**src/rtl/gted_pkg.sv**
```systemverilog
package gted_pkg;
  localparam int unsigned NUM_RAILS = 2;

  function automatic int unsigned term_width(int unsigned smp_w);
    return 2 * smp_w + 1;
  endfunction
endpackage

```
**src/rtl/gted_rail_hist.sv**
```systemverilog
module gted_rail_hist #(
  parameter int unsigned SMP_W = 10
) (
  input  logic                    clk_i,
  input  logic                    rst_ni,
  input  logic                    ld_on_i,
  input  logic                    ld_mid_i,
  input  logic signed [SMP_W-1:0] smp_i,
  output logic signed [SMP_W-1:0] prev_o,
  output logic signed [SMP_W-1:0] mid_o
);
  always_ff @(posedge clk_i or negedge rst_ni) begin
    if (!rst_ni) begin
      prev_o <= '0;
      mid_o  <= '0;
    end else begin
      if (ld_on_i)  prev_o <= smp_i;
      if (ld_mid_i) mid_o  <= smp_i;
    end
  end

  assert_one_load_R9: assert property (@(posedge clk_i) disable iff (!rst_ni)
    !(ld_on_i && ld_mid_i));
endmodule

```
**src/rtl/gted_rail_term.sv**
```systemverilog
module gted_rail_term #(
  parameter int unsigned SMP_W  = 10,
  parameter int unsigned TERM_W = 2 * SMP_W + 1
) (
  input  logic signed [SMP_W-1:0]  cur_i,
  input  logic signed [SMP_W-1:0]  prev_i,
  input  logic signed [SMP_W-1:0]  mid_i,
  output logic signed [TERM_W-1:0] term_o
);
  localparam int unsigned DIFF_W = SMP_W + 1;

  logic signed [DIFF_W-1:0] diff;

  always_comb begin
    diff   = DIFF_W'(cur_i) - DIFF_W'(prev_i);
    term_o = TERM_W'(mid_i) * TERM_W'(diff);
  end
endmodule

```
**src/rtl/gted_out_stage.sv**
```systemverilog
module gted_out_stage #(
  parameter int unsigned SUM_W   = 22,
  parameter int unsigned SHIFT_W = 10,
  parameter int unsigned OUT_W   = 10
) (
  input  logic                    clk_i,
  input  logic                    rst_ni,
  input  logic                    vld_i,
  input  logic signed [SUM_W-1:0] sum_i,
  output logic [OUT_W-1:0]        code_o,
  output logic                    vld_o
);
  localparam logic signed [SUM_W-1:0] MAX_V = SUM_W'((2 ** (OUT_W - 1)) - 1);
  localparam logic signed [SUM_W-1:0] MIN_V = -MAX_V - SUM_W'(1);
  localparam logic [OUT_W-1:0]        ZERO_CODE = {1'b1, {(OUT_W-1){1'b0}}};

  logic signed [SUM_W-1:0] scaled;
  logic signed [OUT_W-1:0] clamped;

  always_comb begin
    scaled = sum_i >>> SHIFT_W;
    if (scaled > MAX_V)      clamped = {1'b0, {(OUT_W-1){1'b1}}};
    else if (scaled < MIN_V) clamped = {1'b1, {(OUT_W-1){1'b0}}};
    else                     clamped = scaled[OUT_W-1:0];
  end

  always_ff @(posedge clk_i or negedge rst_ni) begin
    if (!rst_ni) begin
      code_o <= ZERO_CODE;
      vld_o  <= 1'b0;
    end else begin
      vld_o <= vld_i;
      if (vld_i) code_o <= {~clamped[OUT_W-1], clamped[OUT_W-2:0]};
    end
  end

  assert_hold_R7: assert property (@(posedge clk_i) disable iff (!rst_ni)
    !vld_o |-> $stable(code_o));
endmodule

```
**src/rtl/gardner_ted.sv**
```systemverilog
module gardner_ted #(
  parameter int unsigned SMP_W   = 10,
  parameter int unsigned SHIFT_W = 10,
  parameter int unsigned OUT_W   = 10
) (
  input  logic             clk_i,
  input  logic             rst_ni,
  input  logic             smp_vld_i,
  input  logic             on_time_i,
  input  logic [SMP_W-1:0] i_smp_i,
  input  logic [SMP_W-1:0] q_smp_i,
  output logic [OUT_W-1:0] err_o,
  output logic             err_vld_o
);
  import gted_pkg::*;

  localparam int unsigned TERM_W = term_width(SMP_W);
  localparam int unsigned SUM_W  = TERM_W + $clog2(NUM_RAILS);

  logic signed [SMP_W-1:0]  rail_smp  [NUM_RAILS];
  logic signed [SMP_W-1:0]  rail_prev [NUM_RAILS];
  logic signed [SMP_W-1:0]  rail_mid  [NUM_RAILS];
  logic signed [TERM_W-1:0] rail_term [NUM_RAILS];
  logic signed [SUM_W-1:0]  err_sum;
  logic ld_on, ld_mid, have_prev, have_mid, fire;

  assign rail_smp[0] = i_smp_i;
  assign rail_smp[1] = q_smp_i;
  assign ld_on  = smp_vld_i && on_time_i;
  assign ld_mid = smp_vld_i && !on_time_i;
  assign fire   = ld_on && have_prev && have_mid;

  always_ff @(posedge clk_i or negedge rst_ni) begin
    if (!rst_ni) begin
      have_prev <= 1'b0;
      have_mid  <= 1'b0;
    end else begin
      if (ld_on)  have_prev <= 1'b1;
      if (ld_mid) have_mid  <= 1'b1;
    end
  end

  for (genvar r = 0; r < NUM_RAILS; r++) begin : g_rail
    gted_rail_hist #(.SMP_W(SMP_W)) i_hist (
      .clk_i   (clk_i),
      .rst_ni  (rst_ni),
      .ld_on_i (ld_on),
      .ld_mid_i(ld_mid),
      .smp_i   (rail_smp[r]),
      .prev_o  (rail_prev[r]),
      .mid_o   (rail_mid[r])
    );
    gted_rail_term #(.SMP_W(SMP_W), .TERM_W(TERM_W)) i_term (
      .cur_i (rail_smp[r]),
      .prev_i(rail_prev[r]),
      .mid_i (rail_mid[r]),
      .term_o(rail_term[r])
    );
  end

  always_comb begin
    err_sum = '0;
    for (int r = 0; r < NUM_RAILS; r++) err_sum = err_sum + SUM_W'(rail_term[r]);
  end

  gted_out_stage #(.SUM_W(SUM_W), .SHIFT_W(SHIFT_W), .OUT_W(OUT_W)) i_out (
    .clk_i (clk_i),
    .rst_ni(rst_ni),
    .vld_i (fire),
    .sum_i (err_sum),
    .code_o(err_o),
    .vld_o (err_vld_o)
  );

  assert_armed_R2: assert property (@(posedge clk_i) disable iff (!rst_ni)
    err_vld_o |-> $past(have_prev && have_mid));
  assert_idle_quiet_R8: assert property (@(posedge clk_i) disable iff (!rst_ni)
    !smp_vld_i |=> !err_vld_o);
  assert_mid_quiet_R9: assert property (@(posedge clk_i) disable iff (!rst_ni)
    (smp_vld_i && !on_time_i) |=> !err_vld_o);
  assert_pulse_src_R7: assert property (@(posedge clk_i) disable iff (!rst_ni)
    err_vld_o |-> $past(smp_vld_i && on_time_i));
endmodule

```
**config.mk**
```make
export PLATFORM = sky130hd
export DESIGN_NAME = gardner_ted
export DESIGN_NICKNAME = d
export VERILOG_FILES = /design/src/rtl/gted_pkg.sv /design/src/rtl/gted_rail_hist.sv /design/src/rtl/gted_rail_term.sv /design/src/rtl/gted_out_stage.sv /design/src/rtl/gardner_ted.sv
export SDC_FILE = /design/constraint.sdc
export NUM_CORES = 1
export LEC_CHECK = 0
export BUFFER_PORTS_ARGS = -buffer_cell sky130_fd_sc_hd__buf_2
export CAP_MARGIN = 10
export CORE_MARGIN = 2
export CORE_UTILIZATION = 40
export CTS_BUF_LIST = sky130_fd_sc_hd__clkbuf_16
export DETAILED_ROUTE_END_ITERATION = 16
export GPL_TIMING_DRIVEN = 0
export HOLD_SLACK_MARGIN = 0.02
export PLACE_DENSITY = 0.62
export SLEW_MARGIN = 30
export SYNTH_ARGS = -nofsm -noshare
export SYNTH_HDL_FRONTEND = slang
export SYNTH_SLANG_ARGS = --single-unit
```
**constraint.sdc**
```tcl
create_clock -name clk_i -period 21.3 [get_ports clk_i]
set_input_delay 3.195 -clock clk_i [delete_from_list [all_inputs] [get_ports clk_i]]
set_output_delay 3.195 -clock clk_i [all_outputs]
set_load 0.05 [all_outputs]
```
==> reports/results.tsv <==
stage	metric	value	unit
placed_design	dp_slack	9.25	ns
setup_path	r2r_cells	32	
detailed_routing	first_iter_violations	595	
synthesis	syn_nets	1589	
clocking	tritoncts	done	
timing	slew-limit-headroom	0.352	
clocking	cts.sinks	53	
setup_path	crit_cells	34	
setup_path	crit_slowest_cell	fa_1	
hold_path	hp-class	reg -> reg	
setup_path	slowest_delay	0.73	ns
floorplan	die-area	31000	um2
grt	grtUsageTotal	0.190	
timing	hold_slack	0.467	ns
detailed_routing	routed-wl-met3	745	um
clocking	tritoncts.num_buffers	5	
setup_path	path_max_fanout	10	
detailed_routing	dr.pass1.iters	5	
clocking	hold_buffers	0	
cells_and_area	fin_nets	1630	
synthesis	synth_area	11900	um2
setup_path	reg2reg_to	i_out.code_o[2]	
clocking	cts_resized	0	
setup_path	end_kind	flop	
synthesis	synth_warnings	0	
job	cap_violations	0	
floorplan	initial_core_util	0.403	
setup_path	critPathKind	in -> reg	
detailed_routing	vias	8226	
clocking	path_clk_slew	0.07	ns
grt	grt_max_degree	54	
setup_path	arrival	12.00	ns
setup_path	crit_family	adder cells	
timing	final-setup-viol-count	0	
grt	antenna_found_initial	0	
detailed_routing	ant_nets	0	
floorplan	design.core.area	29400	um2
timing	tightest_slew	0.970	ns
setup_path	path_buf_inv	8	
floorplan	die_w	176	um
cells_and_area	area_delta_synth_final	7.24	%
synthesis	synth_cell_types	61	
setup_path	crit_required	21.50	ns
detailed_routing	viasPerCell	4.97	
synthesis	ys_async_sr_fraction	1.00	
grt	grt_pass1_wl	46200	um
clocking	clk_latency	0.31	ns
setup_path	reg2reg_from	g_rail[1].i_hist.prev_o[0]	
timing	fin_worst_skew	0.00718	ns
synthesis	synth_seq_cells	53	
setup_path	crit_path_start_kind	primary input	
timing	final-hold-violation-count	0	
floorplan	ios	35	
cells_and_area	nFillCells	2885	
timing	finalCriticalPeriod	11.80	ns
detailed_routing	drc	0	
synthesis	synth_edf_count	0	
timing	fmax	0.0847	GHz
placed_design	portBuffers	34	
clocking	root_buffer	clkbuf_16	
synthesis	netlist_instances	1224	
clocking	cts_buffer_depth	2	
detailed_routing	wirelength_met1	11300	um
outcome	status	finished, final reports clean	
detailed_routing	wl_met2	13700	um
detailed_routing	wl_per_cell	16.0	um
floorplan	die_h	176	um
clocking	cts_setup_buffers	0	
timing	tns	0	ns
synthesis	syn_avg_cell_area	9.69	um2
synthesis	ys_seq_area_frac	0.112	
placed_design	dpl.hpwl	23000	um
timing	fin_ws	9.50	ns
synthesis	synth_top_flop_cell	dfrtp_1	
cells_and_area	antenna_cells	0	
floorplan	rows	63	
setup_path	cpMostUsedCell	fa_1	
timing	timing.final.crit_share	0.554	
cells_and_area	drive_gt1_frac	0.0861	
setup_path	crit_start	q_smp_i[0]	
clocking	htree_levels	2	
setup_path	rrSetupSlack	12.20	ns
grt	globalRouteOverflowTotal	0	
setup_path	crit_end	i_out.code_o[2]	
grt	grt_pass1_vias	9037	
timing	rsz0062_at_grt	no	
placed_design	gp_congestion	0.881	
detailed_routing	routed_wl	26400	um
timing	maxSlewViolCount	0	
detailed_routing	topRoutingLayerUsed	met4	
## cell usage in the layout (no fill, tap or decap), drive strengths merged, types with 7 or more instances in the layout
cell | Yosys | routed
nor2 | 43 | 43
xnor2 | 29 | 29
o21ai | 44 | 44
buf | 5 | 39
a21oi | 31 | 31
mux2 | 37 | 37
inv | 292 | 293
and2 | 88 | 88
dfrtp | 52 | 52
ha | 95 | 95
nand2 | 113 | 113
and3 | 9 | 9
xor2 | 7 | 7
fa | 246 | 246
nor3 | 7 | 7
nor2b | 22 | 22
clkbuf | 30 | 35
## state kept, by name, indices dropped and copies added, names as in the netlist
register	count
g_rail.i_hist.mid_o	20
g_rail.i_hist.prev_o	20
i_out.code_o	10
have_mid	1
have_prev	1
i_out.vld_o	1
## cells by family after synthesis
group,Yosys count,share of synthesized area
DFF,53,0.112
buffers and inverters,329,0.105
and+or+nand+nor,302,0.126
AOI/OAI and AO/OA,126,0.0754
adders and majority gates,341,0.515
muxes,37,0.0351
xor gates and xnor gates,36,0.0310
## synthesized netlist by cell type (4+ instances only)
cell type | instances | area, um2
nor3_1 | 6 | 30.0
nand2_1 | 113 | 424
a41oi_1 | 5 | 43.8
dfrtp_1 | 52 | 1300
inv_1 | 291 | 1090
o21ai_0 | 26 | 130
a21o_1 | 5 | 37.5
nand2b_1 | 6 | 37.5
a21oi_1 | 26 | 130
clkbuf_1 | 30 | 113
ha_1 | 95 | 1190
xor2_1 | 7 | 61.3
o21ai_1 | 16 | 80.1
a41o_1 | 5 | 50.1
o21a_1 | 4 | 30.0
nor2_1 | 43 | 161
and2_1 | 88 | 551
o21bai_1 | 4 | 30.0
mux2_2 | 37 | 417
xnor2_1 | 25 | 219
and3_1 | 9 | 56.3
fa_1 | 246 | 4920
nor2b_1 | 22 | 138
## through the flow
step | utilization | cell area (um2) | std cells
2_1_floorplan | - | 11900 | 1224
4_1_cts | 0.432 | 12700 | 1656
3_3_place_gp | 0.426 | 12500 | 1648
6_report | 0.433 | 12700 | 1656
3_5_place_dp | 0.426 | 12500 | 1648
5_1_grt | 0.433 | 12700 | 1656
## final cells by class
type | count | area [um2] | share of cell area
clock buffers | 5 | 125 | 0.00984
well taps | 390 | 488 | 0.0384
repair buffers | 34 | 173 | 0.0136
clock inverters | 3 | 42.5 | 0.00334
plain buffers | 35 | 138 | 0.0108
inverters | 294 | 1100 | 0.0868
multi-input cells | 842 | 9320 | 0.733
flip-flops and latches | 53 | 1330 | 0.104
## per-layer routing
layer	vias to the layer above	global-route usage
li1	3786	-
met1	4255	0.246
met2	149	0.343
met3	36	0.0118
met4	0	0.0520
met5	-	0
## worst register-to-register path: cells and delay by family (launching register included)
kind	cells	cell delay, ns
AOI/OAI and AO/OA	13	2.59
xor gates and xnor gates	1	0.32
adders and majority gates	10	4.73
buffers and inverters	6	0.76
DFF	1	0.36
and+or+nand+nor	2	0.22
## how the worst min path moves through the flow
stage          slack [ns]  startpoint  depth (start not counted)        end
2_1_floorplan        0.44   have_prev                          1  have_prev
3_3_place_gp         0.45   have_prev                          1  have_prev
3_5_place_dp         0.45    have_mid                          1   have_mid
4_1_cts              0.47    have_mid                          1   have_mid
5_1_grt              0.49    have_mid                          1   have_mid
6_report             0.47    have_mid                          1   have_mid
Power is left out: the tool's default activity adds up to more than one toggle a clock period on the data nets, which glitch-free logic cannot reach.
